==> config.mk <==
export PLATFORM = sky130hd
export DESIGN_NAME = pic_cmd_decoder
export DESIGN_NICKNAME = d
export VERILOG_FILES = /design/src/rtl/pic_cmd_pkg.sv /design/src/rtl/pic_init_seq.sv /design/src/rtl/pic_op_decode.sv /design/src/rtl/pic_readback.sv /design/src/rtl/pic_cmd_decoder.sv
export SDC_FILE = /design/constraint.sdc
export NUM_CORES = 1
export LEC_CHECK = 0
export BUFFER_PORTS_ARGS = -buffer_cell sky130_fd_sc_hd__buf_2
export CORE_MARGIN = 5
export CORE_UTILIZATION = 51
export DETAILED_ROUTE_END_ITERATION = 7
export GPL_TIMING_DRIVEN = 0
export PLACE_DENSITY = 0.85
export SLEW_MARGIN = 20
export SYNTH_ARGS = -nofsm -noshare
export SYNTH_HDL_FRONTEND = slang
export SYNTH_SLANG_ARGS = --single-unit
==> constraint.sdc <==
create_clock -name clk -period 2.26 [get_ports clk]
set_clock_uncertainty 0.2 [all_clocks]
set_input_delay 0 -clock clk [delete_from_list [all_inputs] [get_ports clk]]
set_output_delay 0 -clock clk [all_outputs]
set_load 0.05 [all_outputs]
==> src/rtl/pic_cmd_pkg.sv <==
package pic_cmd_pkg;
    typedef enum logic [1:0] {
        ST_IDLE      = 2'd0,
        ST_WAIT_BASE = 2'd1,
        ST_WAIT_CASC = 2'd2,
        ST_WAIT_MODE = 2'd3
    } seq_state_t;

    typedef enum logic [2:0] {
        OP_ROT_AEOI_OFF = 3'd0,
        OP_EOI          = 3'd1,
        OP_NOP          = 3'd2,
        OP_EOI_SPEC     = 3'd3,
        OP_ROT_AEOI_ON  = 3'd4,
        OP_EOI_ROT      = 3'd5,
        OP_SET_PRIO     = 3'd6,
        OP_EOI_SPEC_ROT = 3'd7
    } op_code_t;
endpackage

==> src/rtl/pic_init_seq.sv <==
module pic_init_seq
    import pic_cmd_pkg::*;
#(
    parameter int DATA_W = 8,
    parameter int ID_W   = 3
) (
    input  logic              clk,
    input  logic              rst_n,
    input  logic              main_wr,
    input  logic              addr,
    input  logic [DATA_W-1:0] wdata,
    output logic              init_start,
    output logic [DATA_W-1:0] ctl_mask,
    output logic [DATA_W-1:0] ctl_vbase,
    output logic              ctl_nested,
    output logic              ctl_auto_eoi,
    output logic              init_clr_p
);
    localparam logic [DATA_W-1:0] BASE_KEEP = ~((DATA_W)'((1 << ID_W) - 1));

    seq_state_t state, nxt;
    logic       want_mode;
    logic       data_wr;

    assign init_start = main_wr && !addr && wdata[4];
    assign data_wr    = main_wr && addr;

    // next-state logic
    always_comb begin
        nxt = state;
        if (init_start) begin
            nxt = ST_WAIT_BASE;
        end else if (data_wr) begin
            unique case (state)
                ST_IDLE:      nxt = ST_IDLE;
                ST_WAIT_BASE: nxt = ST_WAIT_CASC;
                ST_WAIT_CASC: nxt = want_mode ? ST_WAIT_MODE : ST_IDLE;
                ST_WAIT_MODE: nxt = ST_IDLE;
            endcase
        end
    end

    // state register
    always_ff @(posedge clk) begin
        if (!rst_n) state <= ST_IDLE;
        else        state <= nxt;
    end

    // output registers
    always_ff @(posedge clk) begin
        if (!rst_n) begin
            ctl_mask     <= '0;
            ctl_vbase    <= '0;
            ctl_nested   <= 1'b0;
            ctl_auto_eoi <= 1'b0;
            want_mode    <= 1'b0;
            init_clr_p   <= 1'b0;
        end else begin
            init_clr_p <= init_start;
            if (init_start) begin
                ctl_mask     <= '0;
                ctl_vbase    <= '0;
                ctl_nested   <= 1'b0;
                ctl_auto_eoi <= 1'b0;
                want_mode    <= wdata[0];
            end else if (data_wr) begin
                unique case (state)
                    ST_IDLE:      ctl_mask <= wdata;
                    ST_WAIT_BASE: ctl_vbase <= wdata & BASE_KEEP;
                    ST_WAIT_CASC: ;
                    ST_WAIT_MODE: begin
                        ctl_nested   <= wdata[4];
                        ctl_auto_eoi <= wdata[1];
                    end
                endcase
            end
        end
    end

    assert_start_enters_base_R2: assert property (@(posedge clk) disable iff (!rst_n)
        init_start |=> (state == ST_WAIT_BASE));

    assert_base_low_zero_R3: assert property (@(posedge clk) disable iff (!rst_n)
        (data_wr && !init_start && state == ST_WAIT_BASE) |=> (ctl_vbase[ID_W-1:0] == '0));

    assert_mask_held_in_init_R6: assert property (@(posedge clk) disable iff (!rst_n)
        (data_wr && !init_start && state != ST_IDLE) |=> $stable(ctl_mask));
endmodule

==> src/rtl/pic_op_decode.sv <==
module pic_op_decode
    import pic_cmd_pkg::*;
#(
    parameter int DATA_W = 8,
    parameter int ID_W   = 3
) (
    input  logic              clk,
    input  logic              rst_n,
    input  logic              main_wr,
    input  logic              main_rd,
    input  logic              addr,
    input  logic [DATA_W-1:0] wdata,
    input  logic              init_start,
    output logic              ctl_rot_aeoi,
    output logic              ctl_special_mask,
    output logic              rd_isr,
    output logic              poll_pending,
    output logic              eoi_p,
    output logic              eoi_specific,
    output logic              eoi_rotate,
    output logic [ID_W-1:0]   eoi_id,
    output logic              prio_set_p,
    output logic [ID_W-1:0]   prio_base
);
    logic     is_rdcmd, is_opcmd;
    op_code_t op;

    assign is_rdcmd = main_wr && !addr && !wdata[4] && wdata[3];
    assign is_opcmd = main_wr && !addr && !wdata[4] && !wdata[3];
    assign op       = op_code_t'(wdata[7:5]);

    always_ff @(posedge clk) begin
        if (!rst_n) begin
            ctl_rot_aeoi     <= 1'b0;
            ctl_special_mask <= 1'b0;
            rd_isr           <= 1'b0;
            poll_pending     <= 1'b0;
            eoi_p            <= 1'b0;
            eoi_specific     <= 1'b0;
            eoi_rotate       <= 1'b0;
            eoi_id           <= '0;
            prio_set_p       <= 1'b0;
            prio_base        <= '0;
        end else begin
            eoi_p      <= 1'b0;
            prio_set_p <= 1'b0;
            if (main_rd) poll_pending <= 1'b0;
            if (init_start) begin
                ctl_rot_aeoi     <= 1'b0;
                ctl_special_mask <= 1'b0;
                rd_isr           <= 1'b0;
                poll_pending     <= 1'b0;
            end else if (is_rdcmd) begin
                if (wdata[2]) poll_pending     <= 1'b1;
                if (wdata[1]) rd_isr           <= wdata[0];
                if (wdata[6]) ctl_special_mask <= wdata[5];
            end else if (is_opcmd) begin
                unique case (op)
                    OP_ROT_AEOI_OFF: ctl_rot_aeoi <= 1'b0;
                    OP_ROT_AEOI_ON:  ctl_rot_aeoi <= 1'b1;
                    OP_NOP:          ;
                    OP_EOI, OP_EOI_ROT, OP_EOI_SPEC, OP_EOI_SPEC_ROT: begin
                        eoi_p        <= 1'b1;
                        eoi_specific <= wdata[5] && wdata[6];
                        eoi_rotate   <= wdata[7];
                        eoi_id       <= wdata[ID_W-1:0];
                    end
                    OP_SET_PRIO: begin
                        prio_set_p <= 1'b1;
                        prio_base  <= wdata[ID_W-1:0] + 1'b1;
                    end
                endcase
            end
        end
    end

    assert_eoi_from_write_R9: assert property (@(posedge clk) disable iff (!rst_n)
        eoi_p |-> $past(main_wr));

    assert_prio_from_write_R10: assert property (@(posedge clk) disable iff (!rst_n)
        prio_set_p |-> $past(main_wr));

    assert_one_pulse_R9: assert property (@(posedge clk) disable iff (!rst_n)
        $onehot0({eoi_p, prio_set_p}));

    assert_poll_drops_R12: assert property (@(posedge clk) disable iff (!rst_n)
        (main_rd && !main_wr) |=> !poll_pending);
endmodule

==> src/rtl/pic_readback.sv <==
module pic_readback #(
    parameter int DATA_W = 8,
    parameter int ID_W   = 3
) (
    input  logic              rd_en,
    input  logic              trig_sel,
    input  logic              addr,
    input  logic              rd_isr,
    input  logic              poll_pending,
    input  logic [DATA_W-1:0] core_irr,
    input  logic [DATA_W-1:0] core_isr,
    input  logic [DATA_W-1:0] ctl_mask,
    input  logic [DATA_W-1:0] ctl_trig,
    input  logic              poll_valid,
    input  logic [ID_W-1:0]   poll_id,
    output logic [DATA_W-1:0] rdata,
    output logic              poll_clr_p,
    output logic [ID_W-1:0]   poll_clr_id
);
    localparam logic [DATA_W-1:0] NO_CAND = DATA_W'((1 << ID_W) - 1);

    always_comb begin
        rdata       = '0;
        poll_clr_p  = 1'b0;
        poll_clr_id = poll_id;
        if (rd_en) begin
            if (trig_sel) begin
                rdata = ctl_trig;
            end else if (poll_pending) begin
                poll_clr_p = poll_valid;
                rdata      = poll_valid ? DATA_W'(poll_id) : NO_CAND;
            end else if (addr) begin
                rdata = ctl_mask;
            end else begin
                rdata = rd_isr ? core_isr : core_irr;
            end
        end
    end
endmodule

==> src/rtl/pic_cmd_decoder.sv <==
module pic_cmd_decoder #(
    parameter int          DATA_W     = 8,
    parameter bit          IS_SLAVE   = 1'b0,
    parameter logic [7:0]  MSTR_TMASK = 8'hF8,
    parameter logic [7:0]  SLV_TMASK  = 8'hDE
) (
    input  logic              clk,
    input  logic              rst_n,
    input  logic              wr_en,
    input  logic              rd_en,
    input  logic              trig_sel,
    input  logic              addr,
    input  logic [DATA_W-1:0] wdata,
    input  logic [DATA_W-1:0] core_irr,
    input  logic [DATA_W-1:0] core_isr,
    input  logic              poll_valid,
    input  logic [2:0]        poll_id,
    output logic [DATA_W-1:0] rdata,
    output logic [DATA_W-1:0] ctl_mask,
    output logic [DATA_W-1:0] ctl_vbase,
    output logic [DATA_W-1:0] ctl_trig,
    output logic              ctl_nested,
    output logic              ctl_auto_eoi,
    output logic              ctl_rot_aeoi,
    output logic              ctl_special_mask,
    output logic              init_clr_p,
    output logic              eoi_p,
    output logic              eoi_specific,
    output logic              eoi_rotate,
    output logic [2:0]        eoi_id,
    output logic              prio_set_p,
    output logic [2:0]        prio_base,
    output logic              poll_clr_p,
    output logic [2:0]        poll_clr_id
);
    localparam int                ID_W      = $clog2(DATA_W);
    localparam logic [DATA_W-1:0] TRIG_KEEP = IS_SLAVE ? DATA_W'(SLV_TMASK) : DATA_W'(MSTR_TMASK);

    logic main_wr, main_rd, trig_wr;
    logic init_start, rd_isr, poll_pending;

    assign main_wr = wr_en && !trig_sel;
    assign main_rd = rd_en && !trig_sel;
    assign trig_wr = wr_en && trig_sel;

    always_ff @(posedge clk) begin
        if (!rst_n)       ctl_trig <= '0;
        else if (trig_wr) ctl_trig <= wdata & TRIG_KEEP;
    end

    pic_init_seq #(.DATA_W(DATA_W), .ID_W(ID_W)) u_seq (
        .clk(clk), .rst_n(rst_n), .main_wr(main_wr), .addr(addr), .wdata(wdata),
        .init_start(init_start), .ctl_mask(ctl_mask), .ctl_vbase(ctl_vbase),
        .ctl_nested(ctl_nested), .ctl_auto_eoi(ctl_auto_eoi), .init_clr_p(init_clr_p)
    );

    pic_op_decode #(.DATA_W(DATA_W), .ID_W(ID_W)) u_op (
        .clk(clk), .rst_n(rst_n), .main_wr(main_wr), .main_rd(main_rd), .addr(addr),
        .wdata(wdata), .init_start(init_start), .ctl_rot_aeoi(ctl_rot_aeoi),
        .ctl_special_mask(ctl_special_mask), .rd_isr(rd_isr), .poll_pending(poll_pending),
        .eoi_p(eoi_p), .eoi_specific(eoi_specific), .eoi_rotate(eoi_rotate),
        .eoi_id(eoi_id), .prio_set_p(prio_set_p), .prio_base(prio_base)
    );

    pic_readback #(.DATA_W(DATA_W), .ID_W(ID_W)) u_rb (
        .rd_en(rd_en), .trig_sel(trig_sel), .addr(addr), .rd_isr(rd_isr),
        .poll_pending(poll_pending), .core_irr(core_irr), .core_isr(core_isr),
        .ctl_mask(ctl_mask), .ctl_trig(ctl_trig), .poll_valid(poll_valid),
        .poll_id(poll_id), .rdata(rdata), .poll_clr_p(poll_clr_p), .poll_clr_id(poll_clr_id)
    );

    assert_trig_masked_R13: assert property (@(posedge clk) disable iff (!rst_n)
        trig_wr |=> ((ctl_trig & ~TRIG_KEEP) == '0));

    assert_trig_spares_mask_R13: assert property (@(posedge clk) disable iff (!rst_n)
        (trig_wr && !main_wr) |=> $stable(ctl_mask));

    assert_pulses_exclusive_R2: assert property (@(posedge clk) disable iff (!rst_n)
        $onehot0({init_clr_p, eoi_p, prio_set_p}));
endmodule

## Word level (Yosys, flattened, before mapping)

Cells that the tools add are included.

- Output and inout bits: 51
- Input bits: 34
- Logic and storage cells: 82
- Register bits: 38

- Bitwise operators: 4
- Reduce and logical (&&, ||, !) cells: 30
- Equal/unequal tests: 9
- Mux-type cells: 19
- Add/sub/neg operators: 1

Operators with widths:

| operator | number |
|---|---|
| $mux W8 | 5 |
| $eq A3 B3 Y1 const B | 4 |
| $logic_and A1 B1 Y1 | 10 |
| $mux W1 | 10 |
| $reduce_and A2 Y1 | 5 |
| $reduce_and A4 Y1 | 2 |
| $reduce_or A4 Y1 | 2 |
| $pmux W2 S3 | 1 |
| $eq A2 B2 Y1 const B | 2 |
| $logic_not A1 Y1 | 4 |
| $not A1 Y1 | 4 |
| $reduce_bool A2 Y1 | 2 |
| $reduce_or A2 Y1 | 2 |
| $add A3 B1 Y3 const B | 1 |
| $eq A3 B1 Y1 const B | 1 |
| $eq A3 B2 Y1 const B | 1 |
| $logic_not A3 Y1 | 1 |
| $mux W3 | 1 |
| $reduce_and A3 Y1 | 1 |
| $eq A2 B1 Y1 const B | 1 |
| $logic_not A2 Y1 | 1 |
| $mux W2 | 1 |
| $pmux W1 S2 | 1 |

## Logic depth before layout (Yosys ltp)

Gate-level depths: netlist of run 1.

- Depth after elaboration: 7
- Depth in mapped cells: 6
- Gate-level depth less buffers: 5

## Hierarchy

From an unflattened synthesis of run 1, not the netlist that was laid out.

- Cell total of the unflattened synthesis: 217
- Area total of the unflattened synthesis: 2048.2 sq um

Modules (own cells, without submodules):

| module | times used | area an instance (sq um) | cells each | seq. area each (sq um) |
|---|---|---|---|---|
| pic_init_seq | 1 | 808.3 | 78 | 380.4 |
| pic_op_decode | 1 | 618.1 | 64 | 280.3 |
| pic_readback | 1 | 370.4 | 47 | 0.0 |
| pic_cmd_decoder | 1 | 251.5 | 28 | 100.1 |

## Least setup slack after synthesis of run 1

No wires, ideal clock.

- Path kind: register to output
- From: register u_seq.ctl_mask[0]
- To: output port rdata[0]
- Path buffers: 0
- Data required time: 2.060 ns
- Arrival: 2.003 ns
- Cell stages (with the launch flop): 3
- Path slack: 0.057 ns
- Cell sequence: dfxtp_1 -> o22ai_1 -> a211oi_1

- Word-level cells in the longest chain between the ends: 4

RTL lines:

| element | line | text |
|---|---|---|
| start: declaration | pic_init_seq.sv:13 | `output logic [DATA_W-1:0] ctl_mask,` |
| start signal: assignment | pic_init_seq.sv:68 | `ST_IDLE: ctl_mask <= wdata;` |
| $mux W8 | pic_readback.sv:32 | `end else if (addr) begin` |
| $mux W8 | pic_readback.sv:29 | `end else if (poll_pending) begin` |
| $mux W8 | pic_readback.sv:27 | `if (trig_sel) begin` |
| $mux W8 | pic_readback.sv:26 | `if (rd_en) begin` |
| end: declaration | pic_cmd_decoder.sv:18 | `output logic [DATA_W-1:0] rdata,` |

No other way between the ends.

## Final worst setup path of run 1

- From: register u_op.poll_pending
- To: output port rdata[7]

- Word-level cells in the longest chain between the ends: 3

RTL lines:

| element | line | text |
|---|---|---|
| start: declaration | pic_op_decode.sv:17 | `output logic poll_pending,` |
| start signal: assignment | pic_op_decode.sv:37 | `poll_pending <= 1'b0;` |
| start signal: assignment | pic_op_decode.sv:47 | `if (main_rd) poll_pending <= 1'b0;` |
| start signal: assignment | pic_op_decode.sv:52 | `poll_pending <= 1'b0;` |
| $mux W8 | pic_readback.sv:29 |  |
| $mux W8 | pic_readback.sv:27 |  |
| $mux W8 | pic_readback.sv:26 |  |

No other way between the ends.

==> results of run 1 <==
[where the power goes]
part / total [mW] / switching [mW] / internal (mW)
registers: 0.691 / 0.00899 / 0.682
clock network: 0.561 / 0.237 / 0.325
logic: 0.300 / 0.199 / 0.101
total: 1.55 / 0.445 / 1.11
[cells in the mapped netlist]
master / instances
buf_4: 9
nand4_1: 4
o221ai_1: 5
nor2_1: 6
a21boi_1: 6
o31ai_1: 2
and4b_1: 1
nand3b_1: 7
nor2b_1: 1
nor3b_4: 1
and3_1: 2
nand2b_1: 3
or3_1: 1
nand4bb_1: 1
ha_1: 5
mux2i_1: 17
o22ai_1: 3
a211oi_1: 4
inv_1: 2
or4_1: 1
buf_6: 1
nor3_1: 1
and3b_1: 1
dfxtp_1: 38
xor2_1: 1
and2_1: 6
o21ai_1: 1
clkbuf_1: 9
nand2_1: 55
a21oi_1: 18
nand3_1: 15
conb_1: 1
or3b_1: 1
a32oi_1: 1
buf_2: 7
nand4b_1: 4
[area by class of cell]
cell class / instances / area, sq um / area share [%]
buffer: 26 / 148 / 5.52
sequential: 38 / 761 / 28.5
multi-input combinational: 180 / 1090 / 40.7
clock buffer: 5 / 68.8 / 2.57
inverter: 2 / 7.51 / 0.281
timing repair buffer: 87 / 500 / 18.7
clock inverter: 3 / 40.0 / 1.50
tap: 48 / 60.1 / 2.25
[worst max-delay path: cells and delay by family, from the launching register on]
kind / cells / cell delay (ns)
DFF: 1 / 0.38
buffers and inverters: 1 / 0.26
AOI/OAI and AO/OA: 1 / 0.24
and+or+nand+nor: 2 / 0.65
[routing by layer]
| metal | vias to the layer above | GRT usage [%] |
|---|---|---|
| li1 | 1027 | - |
| met1 | 983 | 24.8 |
| met2 | 100 | 37.1 |
| met3 | 15 | 5.26 |
| met4 | 0 | 9.02 |
| met5 | - | 0 |
[through the flow]
stage          hold slack [ns]  power (mW)  area [sq um]
2_1_floorplan          -0.0640       0.903          2000
3_3_place_gp             0.101       0.980          2430
3_5_place_dp             0.106       0.985          2430
4_1_cts                 0.0410        1.56          2670
5_1_grt                 0.0605        1.61          2670
6_report                0.0465        1.55          2670
[flip-flops by register name, indices dropped and copies added (netlist names), 2 cells and up]
name,cells
ctl_trig,5
u_op.eoi_id,3
u_op.prio_base,3
u_seq.ctl_mask,8
u_seq.ctl_vbase,5
u_seq.state,2
[cells in the final DEF (no fill, tap or decap), drive strengths merged]
cell type,synthesis,final
buf,17,91
nand2,55,55
dfxtp,38,38
a21oi,18,18
mux2i,17,17
nand3,15,15
clkbuf,9,14
dlygate4sd3,0,13
nand3b,7,7
and2,6,6
nor2,6,6
a21boi,6,6
conb,1,6
o221ai,5,5
ha,5,5
a211oi,4,4
nand4,4,4
nand4b,4,4
nand2b,3,3
o22ai,3,3
inv,2,2
and3,2,2
o31ai,2,2
clkinv,0,2
or3,1,1
nor3b,1,1
nand4bb,1,1
nor2b,1,1
a32oi,1,1
or3b,1,1
nor3,1,1
or4,1,1
o21ai,1,1
and3b,1,1
and4b,1,1
xor2,1,1
bufinv,0,1
[kinds of logic (layout without fill, tap and decap cells)]
group | Yosys count | count (layout) | share of synthesized area [%]
AOI/OAI and AO/OA | 40 | 40 | 12.9
xor gates and xnor gates | 1 | 1 | 0.441
adders and majority gates | 5 | 5 | 3.15
buffers and inverters | 28 | 123 | 7.81
DFF | 38 | 38 | 38.3
muxes | 17 | 17 | 8.57
other | 1 | 6 | 0.189
and+or+nand+nor | 111 | 111 | 28.6
[repair_timing]
| action | 4_1_cts | 5_1_grt |
|---|---|---|
| setup endpoints to repair | 0 | 0 |
| hold buffers | 13 | 0 |
| setup buffers | 0 | 0 |
| endpoints found under the hold margin | 34 | 0 |
[path summary, 6_finish.rpt]
kind / from / end / slack (ns) / depth (start not counted)
worst max-delay path: u_op.poll_pending / rdata[7] / 0.23 / 4
worst min-delay path: rd_en / u_op.poll_pending / 0.05 / 4
worst max register to register: u_seq.state[1] / u_seq.ctl_mask[3] / 0.64 / 6
worst min register to register: u_seq.ctl_vbase[6] / u_seq.ctl_vbase[6] / 0.26 / 2
==> metrics.md, run 1 <==
| Metric | Value |
|---|---|
| Status | `finished, final reports clean` |
| RePlAce Congestion | `0.809` |
| Leak pwr | `1.22 nW` |
| CTS Root Cell | `clkbuf_8` |
| Final WS setup | `0.233 ns` |
| Slew Limit Fails | `0` |
| Iter 0 DRT Violations | `111` |
| Post-route DRC violation count | `0` |
| Data arrival, critical path | `1.83 ns` |
| CTS clk-pin slew, worst paths | `0.07 ns` |
| Pre-CTS setup slack | `0.554 ns` |
| Post-DRT Antenna Nets | `0` |
| WL/cell | `14.3 um` |
| Slowest CP cell | `or3_1` |
| Syn Inst Count | `241` |
| Startpoint Class | `flop` |
| Final Hold Violating Endpoints | `0` |
| # diodes | `0` |
| Worst slew margin | `66.0%` |
| I/O pins | `85` |
| Die extent in y | `72.4 um` |
| Area growth syn-to-layout | `34.7%` |
| Distinct cells, synth | `36` |
| DRT Pass-1 Iters | `4` |
| Top cells by area, synth | `dfxtp_1 (38%), nand2_1 (10%), mux2i_1 (8.6%), a21oi_1 (4.5%), nand3_1 (3.8%)` |
| Vias per cell | `5.46` |
| Maximum clock frequency | `493 MHz` |
| Kind of critical path | `flop to output port` |
| Pwr dens | `580 nW/um^2` |
| Metal1 wirelength | `2130 um` |
| Post-synthesis sequential area ratio | `38.3%` |
| Clock sink total | `38` |
| Final setup vio count | `0` |
| FF+latch count, synth | `38` |
| First-pass GRT wire length | `8860 um` |
| Crit-path cells | `or3_1 -> o221ai_1 -> and2_1 -> buf_2` |
| Fillers | `299` |
| Final #Nets | `379` |
| Placed Instances | `368` |
| Crit path max fanout | `10` |
| Synth area leader | `dfxtp_1` |
| Clock Latency Late Sink | `0.29 ns` |
| Core area | `3720 sq um` |
| Effective utilization at floorplan | `53.4%` |
| RSZ-0062 raised after global routing | `no` |
| Worst-Margin Slew | `0.510 ns` |
| Core Rows | `22` |
| Max stage delay on crit path | `0.48 ns` |
| Max clock buf depth | `2` |
| Layout cells sized above 1 | `29.3%` |
| Routed length on met3 | `509 um` |
| Period Utilization, post-route | `89.7%` |
| Vias in the first global route | `1959` |
| Vias | `2125` |
| Worst VDD drop | `0.000379 V` |
| Minimum clock period | `2.03 ns` |
| WL met2 | `2820 um` |
| Final std cells w/o fill | `389` |
| Initial antenna violation count | `0` |
| Crit end category | `output port` |
| Setup_tns | `0 ns` |
| Final Util | `72.0%` |
| Die Wd | `72.4 um` |
| Critical Path RT | `2.06 ns` |
| Post-synth top area share | `38.3%` |
| CTS resizes | `0` |
| Remaining global-route overflow | `0` |
| Max-cap check violation count | `0` |
| TritonCTS Buffers | `5` |
| Largest net degree at the start of global routing | `13` |
| Post-synthesis cell area | `1990 sq um` |
| YS warnings | `0` |
| IO Port Bufs | `74` |
| Hold Path Class | `input pin to flop` |
| Final Routed Wirelength | `5570 um` |
| H-tree depth | `2` |
| Post-DP HPWL | `4040 um` |
| Top Metal Used | `met4` |
| GRT Total Usage | `21.3%` |
| Die area | `5240 sq um` |
| Syn Area/Cell | `8.24 sq um` |
| CTS tree | `built` |
Power figures use the tool's default switching activity.
==> run 2, diff against run 1 <==
Settings changed: CORE_ASPECT_RATIO set to 0.5, CTS_CLUSTER_SIZE set to 12.
==> run 2 against run 1 <==
Against the previous run: combinational power barely moved; hold slack got worse by 0.0080 ns; via count rose by 1.2%; worst setup slack got worse by 0.055 ns; wire length rose by 7.0%; final area did not move; global-route usage rose by 1.3 points; sequential share of layout area did not move.
==> metrics.md, run 2 (synthesis gave the netlist of run 1 again) <==
| Metric | Value |
|---|---|
| Status | `finished, final reports clean` |
| Slew Limit Fails | `0` |
| Max stage delay on crit path | `0.57 ns` |
| Leak pwr | `1.22 nW` |
| Max reg flops | `8` |
| Min-Delay Startpoint | `rd_en` |
| Crit path max fanout | `10` |
| Core area | `3820 sq um` |
| Data arrival, critical path | `2.07 ns` |
| Final std cells w/o fill | `396` |
| Post-DRT Antenna Nets | `0` |
| CTS clk-pin slew, worst paths | `0.07 ns` |
| First-pass GRT wire length | `9400 um` |
| Reg-to-Reg End | `u_seq.ctl_mask[1]` |
| Setup Buffers After CTS | `0` |
| IO Port Bufs | `74` |
| Placed Instances | `374` |
| Crit end category | `flop` |
| Post-DP HPWL | `4230 um` |
| TritonCTS Buffers | `5` |
| Cell count of the worst reg-to-reg path | `6` |
| Most used cell, CP | `dlygate4sd3_1` |
| # diodes | `0` |
| Effective utilization at floorplan | `51.9%` |
| Final Routed Wirelength | `5960 um` |
| Final #Nets | `380` |
| Remaining global-route overflow | `0` |
| Setup_tns | `0 ns` |
| Layout cells sized above 1 | `28.9%` |
| Most frequent cells in the layout | `buf_2 (81), nand2_1 (55), dfxtp_1 (38), a21oi_1 (18), mux2i_1 (17)` |
| R2R setup slack | `0.63 ns` |
| Critical Path RT | `2.24 ns` |
| Final Instance Area | `2670 sq um` |
| Clock sink total | `38` |
| Delay-heaviest family, CP | `buffers and inverters` |
| Period Utilization, post-route | `92.1%` |
| Top reg by flops | `u_seq.ctl_mask` |
| RePlAce Congestion | `0.816` |
| Vias per cell | `5.43` |
| Minimum clock period | `2.08 ns` |
| RSZ-0062 raised after global routing | `no` |
| Commonest non-fill, non-tap cell in the layout | `buf_2` |
| Area growth syn-to-layout | `34.7%` |
| CTS resizes | `0` |
| Hold Path Class | `input pin to flop` |
| I/O pins | `85` |
| WL/cell | `15.1 um` |
| DRT Pass-1 Iters | `4` |
| Final setup vio count | `0` |
| Worst VDD drop | `0.000329 V` |
| Placed inst area | `2440 sq um` |
| WP buf/inv | `3` |
| Regs by FF count | `u_seq.ctl_mask x8, ctl_trig x5, u_seq.ctl_vbase x5` |
| Max-cap check violation count | `0` |
| Hold EP | `u_op.poll_pending` |
| Final Util | `69.9%` |
| Design Power | `1.48 mW` |
| Maximum clock frequency | `480 MHz` |
| Slowest CP cell | `dlygate4sd3_1` |
| Iter 0 DRT Violations | `192` |
| Pwr dens | `552 nW/um^2` |
| Max clock buf depth | `2` |
| Vias | `2150` |
| Final Hold Violating Endpoints | `0` |
| Vias in the first global route | `2079` |
| Clock Latency Late Sink | `0.30 ns` |
| CTS Root Cell | `clkbuf_8` |
| Hold depth | `4` |
| Initial antenna violation count | `0` |
| GRT Total Usage | `22.6%` |
| Startpoint Class | `input pin` |
| Largest net degree at the start of global routing | `12` |
| Post-route DRC violation count | `0` |
| Die area | `5320 sq um` |
| Crit-path cells | `dlygate4sd3_1 -> buf_6 -> nor3b_4 -> nand3_1 -> mux2i_1 -> dlygate4sd3_1` |
| Die extent in y | `54.1 um` |
| H-tree depth | `2` |
| Die Wd | `98.2 um` |
| Reg2reg start | `u_seq.state[1]` |
| CTS tree | `built` |
| Core Rows | `16` |
| Kind of critical path | `input pin to flop` |
-- run 2: through the flow --
stage	hold WS, ns	setup WS (ns)
global placement	0.110	0.592
detailed placement	0.119	0.589
CTS	0.0457	0.250
floorplan	-0.0640	0.0565
global route	0.127	0.121
finish	0.0386	0.178
-- run 2: power breakdown --
group	switching, mW	total [mW]	internal (mW)
sequential	0.00980	0.692	0.682
combinational	0.201	0.301	0.100
clock	0.238	0.484	0.246
total	0.449	1.48	1.03
-- run 2: area by class of cell --
cell class | instances | area, sq um
inverter | 2 | 7.51
buffer | 26 | 148
multi-input combinational | 180 | 1090
timing repair buffer | 88 | 510
clock inverter | 1 | 5.00
sequential | 38 | 761
fill | 296 | 1150
tap | 54 | 67.6
clock buffer | 7 | 86.3
-- run 2: worst max path at each step --
stage	cells after the start	startpoint	to	slack [ns]
floorplan	2	u_seq.ctl_mask[0]	rdata[0]	0.06
global placement	4	u_op.poll_pending	rdata[5]	0.59
detailed placement	4	u_op.poll_pending	rdata[7]	0.59
CTS	6	trig_sel	u_op.eoi_id[0]	0.25
global route	6	trig_sel	u_op.eoi_id[0]	0.12
finish	6	trig_sel	u_op.eoi_id[0]	0.18
-- run 2: layer usage --
| metal | global-route usage [%] | vias to the layer above | share of wire (%) |
|---|---|---|---|
| met4 | 13.4 | 0 | 3.7 |
| li1 | - | 1024 | - |
| met2 | 39.2 | 113 | 45 |
| met3 | 7.50 | 23 | 11 |
| met1 | 25.1 | 990 | 41 |
| met5 | 0 | - | 0 |
-- run 2: worst min-delay path, cell delays in order --
cell	delay (ns)
buf_2	0.13
nand2b_1	0.20
a32oi_1	0.09
nor2_1	0.08
-- run 2: timing repair --
| item | in CTS | in global routing |
|---|---|---|
| endpoints found under the setup margin | 0 | 0 |
| hold buffers | 14 | 0 |
| endpoints found under the hold margin | 33 | 0 |
==> run 3, diff against run 2 <==
Settings changed: REMOVE_ABC_BUFFERS set to 1, SLEW_MARGIN 20 to 25.
==> run 3 against run 2 <==
Against the previous run: register-to-register slack better by 0.11 ns; worst setup slack got worse by 0.044 ns; first-iteration DRC count shrank 5.2%; wire length shrank 9.7%; power down 5.2%; final cell count is 6.6% lower; final area down 6.5%; global-route usage shrank 2.2 points; count of clock-buffer cells in the layout is the same; clock power down 11%; sequential power is essentially flat; via count down 7.7%; critical endpoint is now rdata[4]; highest routed layer unchanged.
==> metrics.md, run 3 (synthesis gave the netlist of run 1 again) <==
| Metric | Value |
|---|---|
| Status | `finished, final reports clean` |
| Top reg by flops | `u_seq.ctl_mask` |
| Setup Buffers After CTS | `0` |
| Critical Path RT | `2.06 ns` |
| Max-cap check violation count | `0` |
| Post-DRT Antenna Nets | `0` |
| Placed Instances | `352` |
| Largest net degree at the start of global routing | `29` |
| Vias in the first global route | `1830` |
| Effective utilization at floorplan | `51.9%` |
| Post-route DRC violation count | `0` |
| Min-Delay Startpoint | `rd_en` |
| Period Utilization, post-route | `94.1%` |
| Cell count of the worst reg-to-reg path | `5` |
| Core Rows | `16` |
| Hold depth | `4` |
| Initial antenna violation count | `0` |
| Iter 0 DRT Violations | `182` |
| Hold Path Class | `input pin to flop` |
| CTS tree | `built` |
| CTS Root Cell | `clkbuf_8` |
| Worst-Margin Slew | `0.671 ns` |
| Data arrival, critical path | `1.93 ns` |
| Commonest non-fill, non-tap cell in the layout | `buf_2` |
| Worst slew margin | `55.1%` |
| Setup_tns | `0 ns` |
| Final setup vio count | `0` |
| Sw Ratio | `30.2%` |
| IO Port Bufs | `78` |
| Crit end category | `output port` |
| Design Power | `1.40 mW` |
| Clock sink total | `38` |
| DRT Pass-1 Iters | `5` |
| Pwr dens | `560 nW/um^2` |
| WL/cell | `14.5 um` |
| Power Internal | `978 uW` |
| Post-DP HPWL | `3780 um` |
| Clock Latency Late Sink | `0.29 ns` |
| CP Launch Point | `trig_sel` |
| Layout cells sized above 1 | `26.6%` |
| Remaining global-route overflow | `0` |
| I/O pins | `85` |
| Leak pwr | `1.11 nW` |
| Hold EP | `u_op.poll_pending` |
| Sequential power share | `49.4%` |
| GRT Total Usage | `20.4%` |
| RSZ-0062 raised after global routing | `no` |
| Minimum clock period | `2.13 ns` |
| Max reg flops | `8` |
| Area growth syn-to-layout | `26.0%` |
| Final std cells w/o fill | `370` |
| Clk pwr share | `30.9%` |
| TritonCTS Buffers | `5` |
| First-pass GRT wire length | `8580 um` |
| Switching power | `423 uW` |
| Vias per cell | `5.36` |
| Final Routed Wirelength | `5380 um` |
| # diodes | `0` |
| Worst VDD drop | `0.000289 V` |
| Final #Nets | `355` |
| Vias | `1984` |
| Final Hold Violating Endpoints | `0` |
| Combinational Power Share | `19.7%` |
| Maximum clock frequency | `470 MHz` |
| Die extent in y | `54.1 um` |
| Max clock buf depth | `2` |
| CTS clk-pin slew, worst paths | `0.07 ns` |
| Slew Limit Fails | `0` |
| Kind of critical path | `input pin to output port` |
| Hold_ws | `0.0232 ns` |
| Reg2reg start | `u_seq.state[1]` |
| Core area | `3820 sq um` |
| Die Wd | `98.2 um` |
| Most frequent cells in the layout | `buf_2 (78), nand2_1 (55), dfxtp_1 (38), a21oi_1 (18), mux2i_1 (17)` |
| Reg-to-Reg End | `u_seq.ctl_mask[7]` |
| Crit path max fanout | `26` |
| Die area | `5320 sq um` |
| RePlAce Congestion | `0.825` |
| Startpoint Class | `input pin` |
| H-tree depth | `2` |
| R2R setup slack | `0.74 ns` |
| Regs by FF count | `u_seq.ctl_mask x8, ctl_trig x5, u_seq.ctl_vbase x5` |
run 3: final cells by class:
type,count,area [sq um]
clock buffer,7,76.3
fill,311,1320
inverter,2,7.51
multi-input combinational,180,1090
sequential,38,761
tap,54,67.6
timing repair buffer,89,500
run 3: stage by stage:
stage	utilization, %	area [sq um]	setup WS [ns]
after floorplan	-	1860	0.0565
after global placement	60.5	2310	0.624
after detailed placement	60.5	2310	0.569
after CTS	65.4	2500	0.143
after global routing	65.4	2500	0.0498
final	65.4	2500	0.134
run 3: power groups by stage:
stage | clock network (mW) | registers, mW | logic (mW)
6_report | 0.432 | 0.693 | 0.276
5_1_grt | 0.464 | 0.693 | 0.296
4_1_cts | 0.441 | 0.692 | 0.272
3_5_place_dp | 0 | 0.707 | 0.257
3_3_place_gp | 0 | 0.707 | 0.250
2_1_floorplan | 0 | 0.741 | 0.114
run 3: worst max-delay path by stage:
stage                          end  slack [ns]  cells past startpoint
after floorplan           rdata[0]        0.06                      2
after CTS                 rdata[4]        0.14                      6
after detailed placement  rdata[4]        0.57                      4
after global routing      rdata[7]        0.05                      6
final                     rdata[4]        0.13                      6
after global placement    rdata[3]        0.62                      4
run 3: worst max-delay path, cell delays in order:
cell and delay, ns:
dlygate4sd3_1 0.53, buf_2 0.27, or3_1 0.48, o221ai_1 0.22, and2_1 0.15, buf_2 0.26
run 3: layer usage:
layer	wire (um)	GRT usage (%)
met1	2300	25.1
met2	2540	35.1
met3	461	4.40
met4	78	9.75
met5	0	0
run 3: timing repair:
| action | in CTS | in global routing |
|---|---|---|
| hold endpoints to repair | 36 | 0 |
| resized for setup | 0 | 0 |
| hold buffers | 11 | 0 |
| endpoints found under the setup margin | 0 | 0 |
